**config.mk**
```make
export PLATFORM = sky130hd
export DESIGN_NAME = pwm_fast_timer
export DESIGN_NICKNAME = d
export VERILOG_FILES = /design/src/rtl/pwm_fast_pkg.sv /design/src/rtl/pwm_prescaler.sv /design/src/rtl/pwm_slope_counter.sv /design/src/rtl/pwm_wavegen.sv /design/src/rtl/pwm_fast_timer.sv
export SDC_FILE = /design/constraint.sdc
export NUM_CORES = 1
export LEC_CHECK = 0
export BUFFER_PORTS_ARGS = -buffer_cell sky130_fd_sc_hd__buf_2
export CORE_UTILIZATION = 54
export CTS_BUF_LIST = sky130_fd_sc_hd__clkbuf_4 sky130_fd_sc_hd__clkbuf_8
export DETAILED_ROUTE_END_ITERATION = 10
export PLACE_DENSITY = 0.79
export SETUP_SLACK_MARGIN = 0.1
export SYNTH_ARGS = -nofsm -noshare
export SYNTH_HDL_FRONTEND = slang
export SYNTH_SLANG_ARGS = --single-unit
```
**constraint.sdc**
```tcl
create_clock -name clk -period 2.95 [get_ports clk]
set_input_delay 0.59 -clock clk [delete_from_list [all_inputs] [get_ports clk]]
set_output_delay 0.59 -clock clk [all_outputs]
set_load 0.02 [all_outputs]
```
**src/rtl/pwm_fast_pkg.sv**
```systemverilog
package pwm_fast_pkg;

    localparam int SEL_W = 3;

    typedef enum logic [1:0] {
        WV_OFF  = 2'd0,
        WV_LOW  = 2'd1,
        WV_HIGH = 2'd2
    } wave_state_t;

    typedef enum logic [1:0] {
        OM_OFF    = 2'd0,
        OM_TOGGLE = 2'd1,
        OM_NONINV = 2'd2,
        OM_INV    = 2'd3
    } out_mode_t;

    // log2 of the division factor for each select code
    function automatic int unsigned div_shift(input logic [SEL_W-1:0] sel);
        case (sel)
            3'd2:    return 3;
            3'd3:    return 5;
            3'd4:    return 6;
            3'd5:    return 7;
            3'd6:    return 8;
            3'd7:    return 10;
            default: return 0;
        endcase
    endfunction

endpackage

```
**src/rtl/pwm_prescaler.sv**
```systemverilog
module pwm_prescaler
    import pwm_fast_pkg::*;
#(
    parameter int DIV_W = 10
) (
    input  logic             clk,
    input  logic             rst,
    input  logic [SEL_W-1:0] sel,
    output logic             tick
);

    logic [SEL_W-1:0] sel_q;
    logic [DIV_W-1:0] div_q;
    logic [DIV_W-1:0] lim;
    logic             run;
    logic             changed;

    always_comb begin
        lim     = DIV_W'((32'd1 << div_shift(sel)) - 32'd1);
        run     = (sel != '0);
        changed = (sel != sel_q);
        tick    = run && !changed && (div_q == lim);
    end

    always_ff @(posedge clk) begin
        if (rst) begin
            sel_q <= '0;
            div_q <= '0;
        end else begin
            sel_q <= sel;
            if (!run || changed || tick) begin
                div_q <= '0;
            end else begin
                div_q <= div_q + 1'b1;
            end
        end
    end

endmodule

```
**src/rtl/pwm_slope_counter.sv**
```systemverilog
module pwm_slope_counter #(
    parameter int CNT_W = 8
) (
    input  logic             clk,
    input  logic             rst,
    input  logic             tick,
    input  logic             wr_en,
    input  logic [CNT_W-1:0] wr_data,
    output logic [CNT_W-1:0] cnt,
    output logic [CNT_W-1:0] cmp_act,
    output logic             wrap,
    output logic             match
);

    localparam logic [CNT_W-1:0] TOP = '1;

    logic [CNT_W-1:0] cnt_q;
    logic [CNT_W-1:0] hold_q;
    logic [CNT_W-1:0] act_q;

    always_comb begin
        cnt     = cnt_q;
        cmp_act = act_q;
        wrap    = tick && (cnt_q == TOP);
        match   = tick && (cnt_q == act_q);
    end

    always_ff @(posedge clk) begin
        if (rst) begin
            cnt_q  <= '0;
            hold_q <= '0;
            act_q  <= '0;
        end else begin
            if (tick) begin
                cnt_q <= cnt_q + 1'b1;
            end
            if (wrap) begin
                act_q <= hold_q;
            end
            if (wr_en) begin
                hold_q <= wr_data;
            end
        end
    end

endmodule

```
**src/rtl/pwm_wavegen.sv**
```systemverilog
module pwm_wavegen
    import pwm_fast_pkg::*;
(
    input  logic       clk,
    input  logic       rst,
    input  logic [1:0] mode,
    input  logic       wrap,
    input  logic       match,
    output logic       wave,
    output logic       wave_oe
);

    wave_state_t st_q;
    wave_state_t st_d;
    out_mode_t   om;

    assign om = out_mode_t'(mode);

    // state register
    always_ff @(posedge clk) begin
        if (rst) begin
            st_q <= WV_OFF;
        end else begin
            st_q <= st_d;
        end
    end

    // transitions
    always_comb begin
        st_d = st_q;
        if (om == OM_OFF) begin
            st_d = WV_OFF;
        end else begin
            unique case (st_q)
                WV_OFF: st_d = WV_LOW;
                WV_LOW: begin
                    case (om)
                        OM_TOGGLE: if (match)          st_d = WV_HIGH;
                        OM_NONINV: if (wrap)           st_d = WV_HIGH;
                        OM_INV:    if (match && !wrap) st_d = WV_HIGH;
                        default:   st_d = WV_LOW;
                    endcase
                end
                WV_HIGH: begin
                    case (om)
                        OM_TOGGLE: if (match)          st_d = WV_LOW;
                        OM_NONINV: if (match && !wrap) st_d = WV_LOW;
                        OM_INV:    if (wrap)           st_d = WV_LOW;
                        default:   st_d = WV_HIGH;
                    endcase
                end
                default: st_d = WV_OFF;
            endcase
        end
    end

    // outputs
    always_comb begin
        wave    = (st_q == WV_HIGH);
        wave_oe = (st_q != WV_OFF);
    end

endmodule

```
**src/rtl/pwm_fast_timer.sv**
```systemverilog
module pwm_fast_timer #(
    parameter int CNT_W = 8,
    parameter int DIV_W = 10
) (
    input  logic             clk,
    input  logic             rst,
    input  logic [2:0]       clk_sel,
    input  logic [1:0]       out_mode,
    input  logic             cmp_wr,
    input  logic [CNT_W-1:0] cmp_wdata,
    input  logic             irq_en,
    input  logic             ovf_clr,
    input  logic             cmp_clr,
    output logic             wave_out,
    output logic             wave_oe,
    output logic             ovf_flag,
    output logic             cmp_flag,
    output logic             irq
);

    logic             tick;
    logic             wrap;
    logic             match;
    logic [CNT_W-1:0] cnt;
    logic [CNT_W-1:0] cmp_act;
    logic             ovf_q;
    logic             cmf_q;

    pwm_prescaler #(.DIV_W(DIV_W)) u_pre (
        .clk  (clk),
        .rst  (rst),
        .sel  (clk_sel),
        .tick (tick)
    );

    pwm_slope_counter #(.CNT_W(CNT_W)) u_cnt (
        .clk     (clk),
        .rst     (rst),
        .tick    (tick),
        .wr_en   (cmp_wr),
        .wr_data (cmp_wdata),
        .cnt     (cnt),
        .cmp_act (cmp_act),
        .wrap    (wrap),
        .match   (match)
    );

    pwm_wavegen u_wave (
        .clk     (clk),
        .rst     (rst),
        .mode    (out_mode),
        .wrap    (wrap),
        .match   (match),
        .wave    (wave_out),
        .wave_oe (wave_oe)
    );

    // sticky flags, set has priority over clear
    always_ff @(posedge clk) begin
        if (rst) begin
            ovf_q <= 1'b0;
            cmf_q <= 1'b0;
        end else begin
            if (wrap)         ovf_q <= 1'b1;
            else if (ovf_clr) ovf_q <= 1'b0;
            if (match)        cmf_q <= 1'b1;
            else if (cmp_clr) cmf_q <= 1'b0;
        end
    end

    assign ovf_flag = ovf_q;
    assign cmp_flag = cmf_q;
    assign irq      = ovf_q & irq_en;

endmodule

```
==> impl_metrics.yaml <==
global_routing:
  grt_pass1_vias: 1527
  grt_antenna_before_repair: 0
  grt_max_degree: 31
  grt_first_pass_wirelength_mm: 6.67
  grt_overflow: 0
  gr-usage-all-layers: 0.209
placed_design:
  place_area_um2: 2260
  io_buffer_count: 23
  post-place-ws_ns: 0.137
  gp_congestion: 0.868
  dp.final_hpwl_mm: 2.63
clock_network:
  cts_buffer_depth: 2
  cts_tree: "yes"
  ctsHoldBuffers: 0
  clkSinkCount: 41
  post_cts_buffers: 0
  path_clk_slew_ns: 0.08
  post_cts_resized: 0
  cts_buffers: 5
  cts_root_buf: "clkbuf_8"
  htreeDepth: 2
  clock_latency_ns: 0.29
detailed_routing:
  top_layer: "met4"
  viasPerCell: 5.21
  wl_met3_um: 180
  ant_nets: 0
  wl_met2_mm: 1.70
  drc_errors: 1
  wirelength_met1_mm: 1.76
  routed_wl_mm: 3.71
  wl_per_cell_um: 12.1
  num_vias: 1593
  firstDrtPassIters: 7
  initialDrtViolationCount: 69
finish:
  fin_area_um2: 2400
  syn_to_final_growth_pct: 16.0
  antenna_cells: 0
  layout.nets: 279
  final_util: 0.656
  drive_gt1_frac: 0.194
logic_synthesis:
  async_flop_share: 0
  synth_area_um2: 2070
  synth_top_area_share: 0.396
  synth_nets: 253
  ys_warn_count: 0
  avgSynthCellArea_um2: 8.96
  ys_top_cells_by_area: "dfxtp_1, xor2_1, mux2i_1"
  synth_edf_count: 0
  ys.flop_type: "dfxtp_1"
  synth-seq-cells: 41
  syn_inst: 231
  yosysTopAreaCell: "dfxtp_1"
  ys_seq_area_frac: 0.396
  synth_cell_type_count: 41
die:
  io-pin-count: 24
  die_w_um: 63.9
  rows: 22
  fp.coreArea_um2: 3660
  die_area_um2: 4090
  die_h_um: 63.9
  initial_core_util: 0.566
worst_hold_path:
  min_from: "cmp_flag"
  worstHoldEndpoint: "cmp_flag"
  hold_class: "flop to flop"
  min_path_cells: 2
outcome:
  status: "finished, violations left"
  failed_checks: "DRC"
setup_path:
  crit_type: "input port to flop"
  rrSetupSlack_ns: 0.90
  worstPathRequired_ns: 3.13
  cp-start-kind: "input port"
  rr_endpoint: "u_wave.st_q[1]"
  reg2reg_from: "u_pre.div_q[3]"
  crit_path_max_fanout: 6
  worst_setup_path_end_kind: "flop"
  cp.arrival_ns: 2.69
  worstRegToRegCells: 7
power_and_ir_drop:
  power.leakage_nw: 0.998
  p_per_area_nw_per_um2: 557
  p_int_mw: 1.01
  p_sw_mw: 0.329
  vdd_drop_max_v: 0.000454
  seqPwrFrac: 0.441
  switching_share: 0.246
  pwr-share-comb: 0.157
  p_clk_frac: 0.402
sta:
  layout_setup_ws_ns: 0.448
  hold_violations: 0
  fmax_mhz: 400
  rsz0062_at_grt: "false"
  period_needed_ns: 2.50
  setup_viol: 0
  post-route-period-util: 0.848
  tns_ns: 0
  finalClockSkew_ns: 0.00216
  slew_violations: 0
job:
  maxCapViolations: 0
[worst max-delay path: stages]
cell      delay [ns]
buf_2           0.14
nor2_4          0.13
inv_2           0.07
ha_4            0.19
nor4b_4         0.31
a211oi_4        0.09
xnor2_2         0.31
nor4_2          0.07
and3_1          0.19
a211oi_2        0.25
mux2_1          0.34
[power by group through the flow]
stage	sequential, mW	combinational [mW]	clock [mW]
after CTS	0.589	0.210	0.550
final	0.589	0.210	0.538
after global routing	0.593	0.234	0.581
after detailed placement	0.602	0.209	0
after global placement	0.601	0.205	0
after floorplan	0.598	0.164	0
[metal layers]
layer  GRT usage  up-vias
met3      0.0661        8
met1       0.262      725
met2       0.327       35
met4      0.0938        0
li1            -      825
met5           0        -
[logic make-up (layout without fill, tap and decap cells)]
kind of cell / count (synthesis) / in the layout / share of synthesized area
other: 1 / 1 / 0.00181
adders and majority gates: 3 / 3 / 0.0181
DFF: 41 / 41 / 0.396
buffers and inverters: 19 / 46 / 0.0465
and+or+nand+nor: 94 / 94 / 0.221
xor gates and xnor gates: 33 / 33 / 0.143
muxes: 19 / 19 / 0.0930
AOI/OAI and AO/OA: 21 / 21 / 0.0798
[placed cells by master, fill, tap and decap left out, types with 2 or more instances in the layout]
cell type / n
a21oi_1: 6
nand3_1: 11
nand2b_1: 3
bufinv_16: 2
nor3_1: 7
xor2_1: 21
ha_1: 2
o22ai_1: 2
and3_1: 2
dfxtp_1: 41
nor2_1: 43
nor4_1: 2
mux2_1: 2
buf_4: 7
o21ai_0: 5
buf_2: 23
xnor2_1: 11
nor2b_1: 3
nor4_2: 2
clkbuf_8: 5
mux2i_1: 17
inv_1: 7
nand2_1: 12
[synth_stat cells (5+ instances only)]
library cell / instances
xnor2_1: 11
o21ai_0: 5
nand2_1: 12
nand3_1: 11
mux2i_1: 17
xor2_1: 21
dfxtp_1: 41
a21oi_1: 6
nor2_1: 43
nor3_1: 7
inv_1: 8
clkbuf_1: 6
[metrics by stage]
| step | total power, mW | hold WS (ns) | std cells |
|---|---|---|---|
| 6_report | 1.34 | 0.487 | 306 |
| 5_1_grt | 1.41 | 0.518 | 306 |
| 4_1_cts | 1.35 | 0.489 | 306 |
| 3_5_place_dp | 0.811 | 0.476 | 298 |
| 3_3_place_gp | 0.806 | 0.456 | 298 |
| 2_1_floorplan | 0.763 | 0.460 | 231 |
[flip-flops by register name (all words and copies together), names as in the netlist]
signal and flops:
cmp_flag 1, ovf_flag 1, u_cnt.cmp_act 8, u_cnt.cnt 8, u_cnt.hold_q 8, u_pre.div_q 10, u_pre.sel_q 3, u_wave.st_q 2
[worst max-delay path by stage]
stage                    start        endpoint  slack, ns  cells past startpoint
floorplan           clk_sel[2]  u_wave.st_q[0]       0.12                     12
global placement    clk_sel[2]  u_wave.st_q[0]       0.21                     11
detailed placement  clk_sel[2]  u_wave.st_q[1]       0.14                     11
CTS                 clk_sel[2]  u_wave.st_q[1]       0.44                     11
global route        clk_sel[2]  u_wave.st_q[1]       0.32                     11
finish              clk_sel[2]  u_wave.st_q[1]       0.45                     11
[cell type report]
class	count	area, µm²
multi-input cells	171	1180
well taps	48	60.1
fillers	306	1260
flip-flops and latches	41	821
repair buffers	30	168
clock buffers	5	68.8
clock inverters	3	68.8
inverters	8	30.0
Power figures use the tool's default switching activity.
